===== config.mk =====
export PLATFORM = sky130hd
export DESIGN_NAME = bbsp_top
export DESIGN_NICKNAME = d
export VERILOG_FILES = /design/src/rtl/bbsp_pkg.sv /design/src/rtl/bbsp_clkgen.sv /design/src/rtl/bbsp_seq.sv /design/src/rtl/bbsp_tx.sv /design/src/rtl/bbsp_rx.sv /design/src/rtl/bbsp_top.sv
export SDC_FILE = /design/constraint.sdc
export NUM_CORES = 1
export LEC_CHECK = 0
export ABC_AREA = 1
export ABC_CLOCK_PERIOD_IN_PS = 3900
export CORE_MARGIN = 2
export CORE_UTILIZATION = 63
export DETAILED_ROUTE_END_ITERATION = 8
export DONT_BUFFER_PORTS = 1
export GPL_TIMING_DRIVEN = 0
export HOLD_SLACK_MARGIN = 0.12
export PLACE_DENSITY = 0.79
export SLEW_MARGIN = 20
export SYNTH_ARGS = -nofsm -noshare
export SYNTH_HDL_FRONTEND = slang
export SYNTH_SLANG_ARGS = --single-unit

===== constraint.sdc =====
create_clock -name clk -period 3.9 [get_ports clk]
set_input_delay 1.17 -clock clk [delete_from_list [all_inputs] [get_ports clk]]
set_output_delay 1.17 -clock clk [all_outputs]
set_load 0.01 [all_outputs]

===== src/rtl/bbsp_pkg.sv =====
package bbsp_pkg;

    typedef enum logic {
        FMT_STD = 1'b0,
        FMT_ALT = 1'b1
    } fmt_e;

    typedef enum logic {
        DIR_TX = 1'b0,
        DIR_RX = 1'b1
    } dir_e;

    typedef enum logic [1:0] {
        SQ_IDLE = 2'd0,
        SQ_LEAD = 2'd1,
        SQ_DATA = 2'd2,
        SQ_PAD  = 2'd3
    } seq_state_e;

endpackage


===== src/rtl/bbsp_clkgen.sv =====
module bbsp_clkgen #(
    parameter int SLOTS = 64
) (
    input  logic                      clk,
    input  logic                      rst_n,
    input  logic                      bclk_en,
    output logic                      sclk,
    output logic                      ws,
    output logic                      fall_tick,
    output logic                      rise_tick,
    output logic                      frame_start,
    output logic                      half_start,
    output logic [$clog2(SLOTS)-1:0]  slot
);
    localparam int SW = $clog2(SLOTS);

    logic          sclk_q;
    logic          ws_q;
    logic [SW-1:0] slot_q;
    logic [SW-1:0] slot_nx;

    assign fall_tick   = bclk_en & sclk_q;
    assign rise_tick   = bclk_en & ~sclk_q;
    assign slot_nx     = slot_q + SW'(1);
    assign frame_start = fall_tick && (slot_nx == '0);
    assign half_start  = fall_tick && (slot_nx[SW-2:0] == '0);

    always_ff @(posedge clk or negedge rst_n) begin
        if (!rst_n) begin
            sclk_q <= 1'b0;
            ws_q   <= 1'b1;
            slot_q <= '1;
        end else begin
            if (bclk_en) begin
                sclk_q <= ~sclk_q;
            end
            if (fall_tick) begin
                slot_q <= slot_nx;
                ws_q   <= slot_nx[SW-1];
            end
        end
    end

    assign sclk = sclk_q;
    assign ws   = ws_q;
    assign slot = slot_q;

    // word select moves only together with a falling bit clock
    a_r2_ws_on_fall: assert property (@(posedge clk) disable iff (!rst_n)
        !$stable(ws_q) |-> $fell(sclk_q));

endmodule


===== src/rtl/bbsp_seq.sv =====
module bbsp_seq
    import bbsp_pkg::*;
#(
    parameter int DW    = 18,
    parameter int SLOTS = 64
) (
    input  logic                      clk,
    input  logic                      rst_n,
    input  logic                      fall_tick,
    input  logic                      frame_start,
    input  logic                      half_start,
    input  logic [$clog2(SLOTS)-1:0]  slot,
    input  fmt_e                      fmt_in,
    input  dir_e                      dir_in,
    output logic                      data_slot,
    output logic [$clog2(DW)-1:0]     bit_idx,
    output fmt_e                      fmt_q,
    output dir_e                      dir_q
);
    localparam int SW = $clog2(SLOTS);
    localparam int BW = $clog2(DW);
    localparam logic [BW-1:0] MSB_IDX = BW'(DW - 1);

    seq_state_e    state_q, state_nx;
    logic [BW-1:0] bcnt_q, bcnt_nx;
    fmt_e          fmt_eff;

    // state register
    always_ff @(posedge clk or negedge rst_n) begin
        if (!rst_n) begin
            state_q <= SQ_IDLE;
            bcnt_q  <= MSB_IDX;
            fmt_q   <= FMT_STD;
            dir_q   <= DIR_TX;
        end else begin
            state_q <= state_nx;
            bcnt_q  <= bcnt_nx;
            if (frame_start) begin
                fmt_q <= fmt_in;
                dir_q <= dir_in;
            end
        end
    end

    // next state: a new half restarts the walk, otherwise step per slot
    always_comb begin
        state_nx = state_q;
        bcnt_nx  = bcnt_q;
        fmt_eff  = frame_start ? fmt_in : fmt_q;
        if (half_start) begin
            bcnt_nx  = MSB_IDX;
            state_nx = (fmt_eff == FMT_STD) ? SQ_LEAD : SQ_DATA;
        end else if (fall_tick) begin
            unique case (state_q)
                SQ_IDLE: begin
                    state_nx = SQ_IDLE;
                end
                SQ_LEAD: begin
                    state_nx = SQ_DATA;
                end
                SQ_DATA: begin
                    if (bcnt_q == '0) begin
                        state_nx = SQ_PAD;
                    end else begin
                        bcnt_nx = bcnt_q - BW'(1);
                    end
                end
                SQ_PAD: begin
                    state_nx = SQ_PAD;
                end
            endcase
        end
    end

    // outputs
    always_comb begin
        data_slot = (state_q == SQ_DATA);
        bit_idx   = bcnt_q;
    end

    // the delay slot is always the first slot of a half
    a_r3_lead_slot0: assert property (@(posedge clk) disable iff (!rst_n)
        (state_q == SQ_LEAD) |-> (slot[SW-2:0] == '0));

    // standard alignment puts the MSB in slot 1
    a_r3_std_msb_slot1: assert property (@(posedge clk) disable iff (!rst_n)
        (state_q == SQ_DATA && bcnt_q == MSB_IDX && fmt_q == FMT_STD)
        |-> (slot[SW-2:0] == (SW-1)'(1)));

    // no-delay alignment puts the MSB in slot 0
    a_r4_alt_msb_slot0: assert property (@(posedge clk) disable iff (!rst_n)
        (state_q == SQ_DATA && bcnt_q == MSB_IDX && fmt_q == FMT_ALT)
        |-> (slot[SW-2:0] == '0));

    // latched format moves only as a new left half begins
    a_r6_fmt_at_frame: assert property (@(posedge clk) disable iff (!rst_n)
        !$stable(fmt_q) |-> (slot == '0));

endmodule


===== src/rtl/bbsp_tx.sv =====
module bbsp_tx
    import bbsp_pkg::*;
#(
    parameter int DW = 18
) (
    input  logic                   clk,
    input  logic                   rst_n,
    input  logic                   frame_start,
    input  logic                   tx_valid,
    output logic                   tx_ready,
    input  logic [DW-1:0]          tx_left,
    input  logic [DW-1:0]          tx_right,
    input  logic                   data_slot,
    input  logic [$clog2(DW)-1:0]  bit_idx,
    input  logic                   right_half,
    input  dir_e                   dir_q,
    output logic                   sd_o
);
    logic [DW-1:0] hold_l, hold_r;
    logic [DW-1:0] cur_l, cur_r;
    logic          hold_full;
    logic          accept;
    logic          cur_bit;

    assign tx_ready = ~hold_full;
    assign accept   = tx_valid & ~hold_full;

    always_ff @(posedge clk or negedge rst_n) begin
        if (!rst_n) begin
            hold_l    <= '0;
            hold_r    <= '0;
            cur_l     <= '0;
            cur_r     <= '0;
            hold_full <= 1'b0;
        end else begin
            if (frame_start) begin
                cur_l <= hold_full ? hold_l : '0;
                cur_r <= hold_full ? hold_r : '0;
            end
            if (accept) begin
                hold_l    <= tx_left;
                hold_r    <= tx_right;
                hold_full <= 1'b1;
            end else if (frame_start) begin
                hold_full <= 1'b0;
            end
        end
    end

    assign cur_bit = right_half ? cur_r[bit_idx] : cur_l[bit_idx];
    assign sd_o    = (dir_q == DIR_TX) && data_slot && cur_bit;

    // an accepted pair occupies the holding register
    a_r7_full_after_accept: assert property (@(posedge clk) disable iff (!rst_n)
        (tx_valid && tx_ready) |=> !tx_ready);

endmodule


===== src/rtl/bbsp_rx.sv =====
module bbsp_rx
    import bbsp_pkg::*;
#(
    parameter int DW = 18
) (
    input  logic                   clk,
    input  logic                   rst_n,
    input  logic                   rise_tick,
    input  logic                   data_slot,
    input  logic [$clog2(DW)-1:0]  bit_idx,
    input  logic                   right_half,
    input  dir_e                   dir_q,
    input  logic                   sd_i,
    output logic                   rx_valid,
    input  logic                   rx_ready,
    output logic [DW-1:0]          rx_left,
    output logic [DW-1:0]          rx_right
);
    logic [DW-1:0] sh_q, sh_nx, left_q;
    logic          take, last_bit, pair_done;

    assign sh_nx     = {sh_q[DW-2:0], sd_i};
    assign take      = rise_tick && (dir_q == DIR_RX) && data_slot;
    assign last_bit  = take && (bit_idx == '0);
    assign pair_done = last_bit && right_half;

    always_ff @(posedge clk or negedge rst_n) begin
        if (!rst_n) begin
            sh_q     <= '0;
            left_q   <= '0;
            rx_left  <= '0;
            rx_right <= '0;
            rx_valid <= 1'b0;
        end else begin
            if (take) begin
                sh_q <= sh_nx;
            end
            if (last_bit && !right_half) begin
                left_q <= sh_nx;
            end
            if (pair_done) begin
                rx_left  <= left_q;
                rx_right <= sh_nx;
                rx_valid <= 1'b1;
            end else if (rx_ready) begin
                rx_valid <= 1'b0;
            end
        end
    end

    // an unread pair stays offered
    a_r9_valid_hold: assert property (@(posedge clk) disable iff (!rst_n)
        (rx_valid && !rx_ready) |=> rx_valid);

endmodule


===== src/rtl/bbsp_top.sv =====
module bbsp_top
    import bbsp_pkg::*;
#(
    parameter int DW    = 18,
    parameter int SLOTS = 64
) (
    input  logic          clk,
    input  logic          rst_n,
    input  logic          bclk_en,
    input  logic          fmt_sel,
    input  logic          dir_sel,
    input  logic          tx_valid,
    output logic          tx_ready,
    input  logic [DW-1:0] tx_left,
    input  logic [DW-1:0] tx_right,
    output logic          rx_valid,
    input  logic          rx_ready,
    output logic [DW-1:0] rx_left,
    output logic [DW-1:0] rx_right,
    output logic          sclk_o,
    output logic          ws_o,
    output logic          sd_o,
    input  logic          sd_i
);
    localparam int SW = $clog2(SLOTS);
    localparam int BW = $clog2(DW);

    logic          fall_tick, rise_tick, frame_start, half_start;
    logic [SW-1:0] slot;
    logic          data_slot;
    logic [BW-1:0] bit_idx;
    fmt_e          fmt_q;
    dir_e          dir_q;

    bbsp_clkgen #(.SLOTS(SLOTS)) u_clk (
        .clk         (clk),
        .rst_n       (rst_n),
        .bclk_en     (bclk_en),
        .sclk        (sclk_o),
        .ws          (ws_o),
        .fall_tick   (fall_tick),
        .rise_tick   (rise_tick),
        .frame_start (frame_start),
        .half_start  (half_start),
        .slot        (slot)
    );

    bbsp_seq #(.DW(DW), .SLOTS(SLOTS)) u_seq (
        .clk         (clk),
        .rst_n       (rst_n),
        .fall_tick   (fall_tick),
        .frame_start (frame_start),
        .half_start  (half_start),
        .slot        (slot),
        .fmt_in      (fmt_e'(fmt_sel)),
        .dir_in      (dir_e'(dir_sel)),
        .data_slot   (data_slot),
        .bit_idx     (bit_idx),
        .fmt_q       (fmt_q),
        .dir_q       (dir_q)
    );

    bbsp_tx #(.DW(DW)) u_tx (
        .clk         (clk),
        .rst_n       (rst_n),
        .frame_start (frame_start),
        .tx_valid    (tx_valid),
        .tx_ready    (tx_ready),
        .tx_left     (tx_left),
        .tx_right    (tx_right),
        .data_slot   (data_slot),
        .bit_idx     (bit_idx),
        .right_half  (ws_o),
        .dir_q       (dir_q),
        .sd_o        (sd_o)
    );

    bbsp_rx #(.DW(DW)) u_rx (
        .clk         (clk),
        .rst_n       (rst_n),
        .rise_tick   (rise_tick),
        .data_slot   (data_slot),
        .bit_idx     (bit_idx),
        .right_half  (ws_o),
        .dir_q       (dir_q),
        .sd_i        (sd_i),
        .rx_valid    (rx_valid),
        .rx_ready    (rx_ready),
        .rx_left     (rx_left),
        .rx_right    (rx_right)
    );

    // serial data moves only together with a falling bit clock
    a_r2_sd_on_fall: assert property (@(posedge clk) disable iff (!rst_n)
        !$stable(sd_o) |-> $fell(sclk_o));

endmodule


==> results of run 1 <==
worst paths after layout:
kind,startpoint,end,slack [ps],cells after the start
min in group clk,u_rx.sh_q[2],u_rx.sh_q[3],480,2
worst max-delay path,u_seq.bit_idx[0],sd_o,120,9
worst min-delay path,rst_n,u_tx.hold_r[3],330,0
max in group asynchronous,rst_n,u_clk.slot[5],3290,0
worst max register to register,u_seq.bit_idx[1],u_rx.rx_left[0],1270,9
worst min register to register,u_rx.sh_q[2],u_rx.sh_q[3],480,2
power breakdown:
group          internal, mW  switching (mW)  total, mW
Sequential             2.07           0.295       2.37
Combinational         0.432           0.797       1.23
Clock                  1.08           0.666       1.74
Total                  3.58            1.76       5.34
repair_timing:
| item | 4_1_cts | 5_1_grt |
|---|---|---|
| resized for setup | 0 | 2 |
| endpoints found under the setup margin | 0 | 1 |
| buffers inserted | 0 | 0 |
cell usage after synthesis:
cell / n / area share (%)
nand3_1: 62 / 4.6
nand2_1: 161 / 8.9
nor2_2: 1 / 0.092
clkinv_4: 1 / 0.13
o21ai_2: 2 / 0.26
xor2_1: 6 / 0.77
a21oi_1: 2 / 0.15
inv_2: 1 / 0.055
o21ai_0: 75 / 5.5
nor3_4: 1 / 0.24
nor2_1: 14 / 0.77
nor2_4: 2 / 0.33
o211ai_1: 1 / 0.11
ha_1: 4 / 0.74
inv_4: 1 / 0.092
buf_1: 1 / 0.055
clkinv_1: 2 / 0.11
o21ai_1: 48 / 3.5
a21oi_2: 1 / 0.13
dfrtp_1: 153 / 56
clkbuf_1: 12 / 0.66
buf_8: 2 / 0.44
nand2_4: 2 / 0.33
dfstp_2: 8 / 3.1
buf_2: 17 / 1.3
inv_1: 84 / 4.6
mux2_2: 36 / 6.0
nand4_1: 1 / 0.092
nand3_2: 4 / 0.59
or2_2: 1 / 0.092
layer usage:
layer / vias up / part of all wire [%] / GRT usage (%)
li1: 2315 / - / -
met2: 156 / 50 / 44.2
met5: - / 0 / 0
met4: 0 / 2.1 / 10.9
met3: 26 / 6.0 / 7.08
met1: 2511 / 42 / 36.5
layout by cell type (no fill, tap or decap), types with 6 or more instances in the layout:
cell / instances
o21ai_0: 75
clkbuf_16: 16
nor2_1: 14
mux2_2: 36
xor2_1: 6
dfstp_2: 8
nand3_1: 62
nand2_1: 161
buf_2: 17
dfrtp_1: 153
o21ai_1: 48
inv_1: 84
clkbuf_1: 11
cells by family after synthesis:
family          count (synthesis)  share of synthesized area [%]
fa+ha+maj                       4                          0.736
simple gates                  249                           16.0
flops                         161                           59.4
xor+xnor                        6                          0.773
compound gates                129                           9.70
mux                            36                           5.96
buf+inv                       121                           7.43
sequential cells by signal, indices dropped and copies added (netlist names):
name / count
u_tx.hold_full: 1
u_tx.hold_r: 18
u_rx.rx_left: 18
u_seq.bit_idx: 5
u_rx.left_q: 18
u_rx.rx_valid: 1
u_seq.dir_q: 1
u_clk.sclk: 1
u_rx.rx_right: 18
u_tx.hold_l: 18
u_seq.fmt_q: 1
u_tx.cur_l: 18
u_rx.sh_q: 17
u_seq.state_q: 2
u_clk.slot: 6
u_tx.cur_r: 18
cell type report:
class,count,area [um^2]
fillers,742,2820
inverters,89,342
flip-flops and latches,161,4040
well taps,136,170
clock buffers,19,442
plain buffers,32,165
clock inverters,13,183
multi-input cells,424,2250
worst reg2reg max path, stage by stage (launching register included):
cell	delay (ps)
dfrtp_1	320
clkbuf_1	410
clkinv_1	460
ha_1	330
nand2_1	90
nor2_1	70
nand3_2	190
clkbuf_1	440
nand2_1	120
o21ai_1	120
metrics by stage:
step / power (mW) / utilization, % / instance area [um^2]
floorplan: 3.23 / - / 6800
finish: 5.34 / 72.9 / 7590
detailed placement: 3.57 / 66.9 / 6970
global route: 5.63 / 72.9 / 7590
global placement: 3.50 / 66.9 / 6970
CTS: 5.34 / 72.9 / 7590
==> results.toml, run 1 <==
[place]
routabilityCongestion = 0.866
dpl.cell_count = 842
preCtsSetupSlack_ps = 709
dp.final_hpwl_um = 9620
port-buffer-count = 0

[sta]
tightest_slew_ps = 541
fin_ws_ps = 123
final.setup.tns_ps = 0
max-slew-margin-rel_pct = 64.0
holdWs_ps = 326
setup_viol = 0
fin_skew_ps = 7.95
hold_viol = 0
fmax_ghz = 0.265
drv_slew = 0
min_period_ps = 3780
grt_setup_unrepaired = "no"
period_share_pct = 96.8

[cells_and_area]
n_antenna_cell = 0
instances_no_fill = 874
syn2layout_area_growth_pct = 11.7
final_layout_size_suffix_gt1_share_pct = 15.3
fin_nets = 773

[logic_synthesis]
seq_area_frac_synth_pct = 59.4
synth_nets = 754
ys.warnings.count = 0
yosysUniqueCellTypes = 30
ys_ff_latch = 161
netlist_area_mm2 = 0.00680
syn_inst = 706
syn_avg_cell_area_um2 = 9.63

[floorplanning]
io_pins = 85
dieArea_mm2 = 0.0116
die_x_um = 108
num_rows = 37
die_h_um = 108
start_util_pct = 65.3
core-area_mm2 = 0.0104

[routing]
firstDrtPassIters = 8
num_vias = 5008
final_antenna_net_count = 0
routed_wl_um = 14800
wire_per_inst_um = 16.9
drc = 0
avgViaCountPerCell = 5.73
drt_iter0_markers = 456

[outcome]
status = "completed"

[critical_path]
cp-end-kind = "output pin"
crit_path_top_delay_cell = "dfstp_2"
critPathMaxFanout = 11
cp.required_ps = 2730
crit_family = "buffers and inverters"
crit_path_cell_trace = "clkinv_1 -> clkbuf_2 -> nand2_1 -> nand3_1 -> nand3_1 -> nand3_1 -> nand2_1 -> nand2_1 -> a21oi_1"
max_stage_delay_ps = 570
startpoint_type = "flop"
crit_type = "flop to output pin"
worstPathArrival_ps = 2610
path_buf_inv = 2

[clocking]
clockBufferDepth = 2
cts_tree = "done"
clk_latency_ps = 540
cts_sinks = 161
cts_buffers = 17
clk_pin_slew_ps = 60
cts_hold_buffers = 0
cts_root_buf = "clkbuf_8"
htree_levels = 4

[global_route]
antenna_found_initial = 0
overflow = 0
gr-usage-all-layers_pct = 27.7
grt_start_max_net_pins = 162
grt_pass1_wl_um = 24600
first_global_vias = 5106

[hold_path]
min_path_type = "input pin to asynchronous set/reset pin"

[job]
drv_cap = 0

[power]
power_density_mw_per_mm2 = 703
leakagePower_nw = 3.59
ir_drop_v = 0.000498
(Power assumes the default switching activity.)
==> run 2, diff against run 1 <==
Settings changed: CORE_ASPECT_RATIO from default to 1.2, CORE_MARGIN 2 to 5.
==> results.toml, run 2 (same netlist as run 1, synthesis figures left out) <==
[outcome]
status = "completed"

[sta]
hold_viol = 0
max-slew-margin-rel_pct = 64.7
fin_skew_ps = 14.8
fmax_ghz = 0.272
min_period_ps = 3680
setup_viol = 0
holdWs_ps = 447
grt_setup_unrepaired = "no"
period_share_pct = 94.3
drv_slew = 0
fin_ws_ps = 222
tightest_slew_ps = 529
final.setup.tns_ps = 0

[critical_path]
worstPathArrival_ps = 2510
startpoint_type = "flop"
cp-end-kind = "output pin"
crit_type = "flop to output pin"
critPathMaxFanout = 11
cp.required_ps = 2730

[power]
p_total_mw = 5.13
ir_drop_v = 0.000346
power_density_mw_per_mm2 = 682
leakagePower_nw = 3.54

[global_route]
antenna_found_initial = 0
grt_pass1_wl_um = 23800
overflow = 0
grt_start_max_net_pins = 162
first_global_vias = 4921
gr-usage-all-layers_pct = 23.0

[routing]
num_vias = 4868
firstDrtPassIters = 5
final_antenna_net_count = 0
routed_wl_um = 14200
drt_iter0_markers = 344
avgViaCountPerCell = 5.61
wire_per_inst_um = 16.4
drc = 0

[cells_and_area]
syn2layout_area_growth_pct = 10.6
final_util_pct = 71.2
fillers = 760
instances_no_fill = 867
mostFrequentLayoutCells = "nand2_1 (161), dfrtp_1 (153), inv_1 (84), o21ai_0 (75), nand3_1 (62)"
final_layout_size_suffix_gt1_share_pct = 15.0
design_area_mm2 = 0.00752
n_antenna_cell = 0
final_common_cell = "nand2_1"
fin_nets = 773

[place]
dpl.cell_count = 835
dp.final_hpwl_um = 9570
place_area_mm2 = 0.00696
routabilityCongestion = 0.884
preCtsSetupSlack_ps = 718
port-buffer-count = 0

[clocking]
cts_buffers = 17
cts_tree = "done"
clk_latency_ps = 420
cts_sinks = 161
postCtsSetupBuffers = 0
htree_levels = 4
post_cts_resized = 0
clk_pin_slew_ps = 60
cts_hold_buffers = 0
clockBufferDepth = 2
cts_root_buf = "clkbuf_16"

[floorplanning]
core-area_mm2 = 0.0106
num_rows = 41
start_util_pct = 64.3
die_x_um = 105
io_pins = 85
die_h_um = 124
dieArea_mm2 = 0.0130

[hold_path]
min_path_type = "input pin to asynchronous set/reset pin"

[job]
drv_cap = 0
run 2: cell count changes in the layout (fill, tap and decap cells not counted), sizes merged:
cell / delta
clkbuf: -1
bufinv: -3
clkinvlp: +3
clkinv: -1
inv: +2
run 2: final timing paths:
check,cells past startpoint,endpoint,from,slack (ps)
max,9,sd_o,u_seq.bit_idx[0],220
min,0,u_tx.cur_r[9],rst_n,450
max reg2reg,9,u_rx.rx_right[5],u_seq.bit_idx[0],1280
min reg2reg,2,u_rx.sh_q[13],u_rx.sh_q[12],480
max in group asynchronous,0,u_clk.slot[5],rst_n,3120
min in group clk,2,u_rx.sh_q[13],u_rx.sh_q[12],480
run 2: critical path, cell delays in order (launching register included):
cell,delay (ps)
dfstp_2,570
clkinv_1,280
clkbuf_1,360
nand2_1,120
nand3_1,80
nand3_1,150
nand3_1,90
nand2_1,60
nand2_1,50
a21oi_1,310
run 2: per-layer routing:
| metal | vias up | wire length, um | track usage [%] |
|---|---|---|---|
| li1 | 2313 | - | - |
| met1 | 2390 | 6150 | 31.0 |
| met2 | 144 | 6990 | 36.8 |
| met3 | 21 | 867 | 6.01 |
| met4 | 0 | 218 | 7.51 |
| met5 | - | 0 | 0 |
run 2: area by class of cell:
class / instances / area (um^2) / area share (%)
clock inverters: 14 / 131 / 1.75
well taps: 129 / 161 / 2.15
flip-flops and latches: 161 / 4040 / 53.7
inverters: 89 / 342 / 4.54
plain buffers: 32 / 164 / 2.18
multi-input cells: 424 / 2250 / 30.0
clock buffers: 18 / 429 / 5.71
run 2: where the power goes:
group	switching (mW)	internal, mW	total [mW]
Sequential	0.296	2.07	2.37
Combinational	0.762	0.429	1.19
Clock	0.682	0.886	1.57
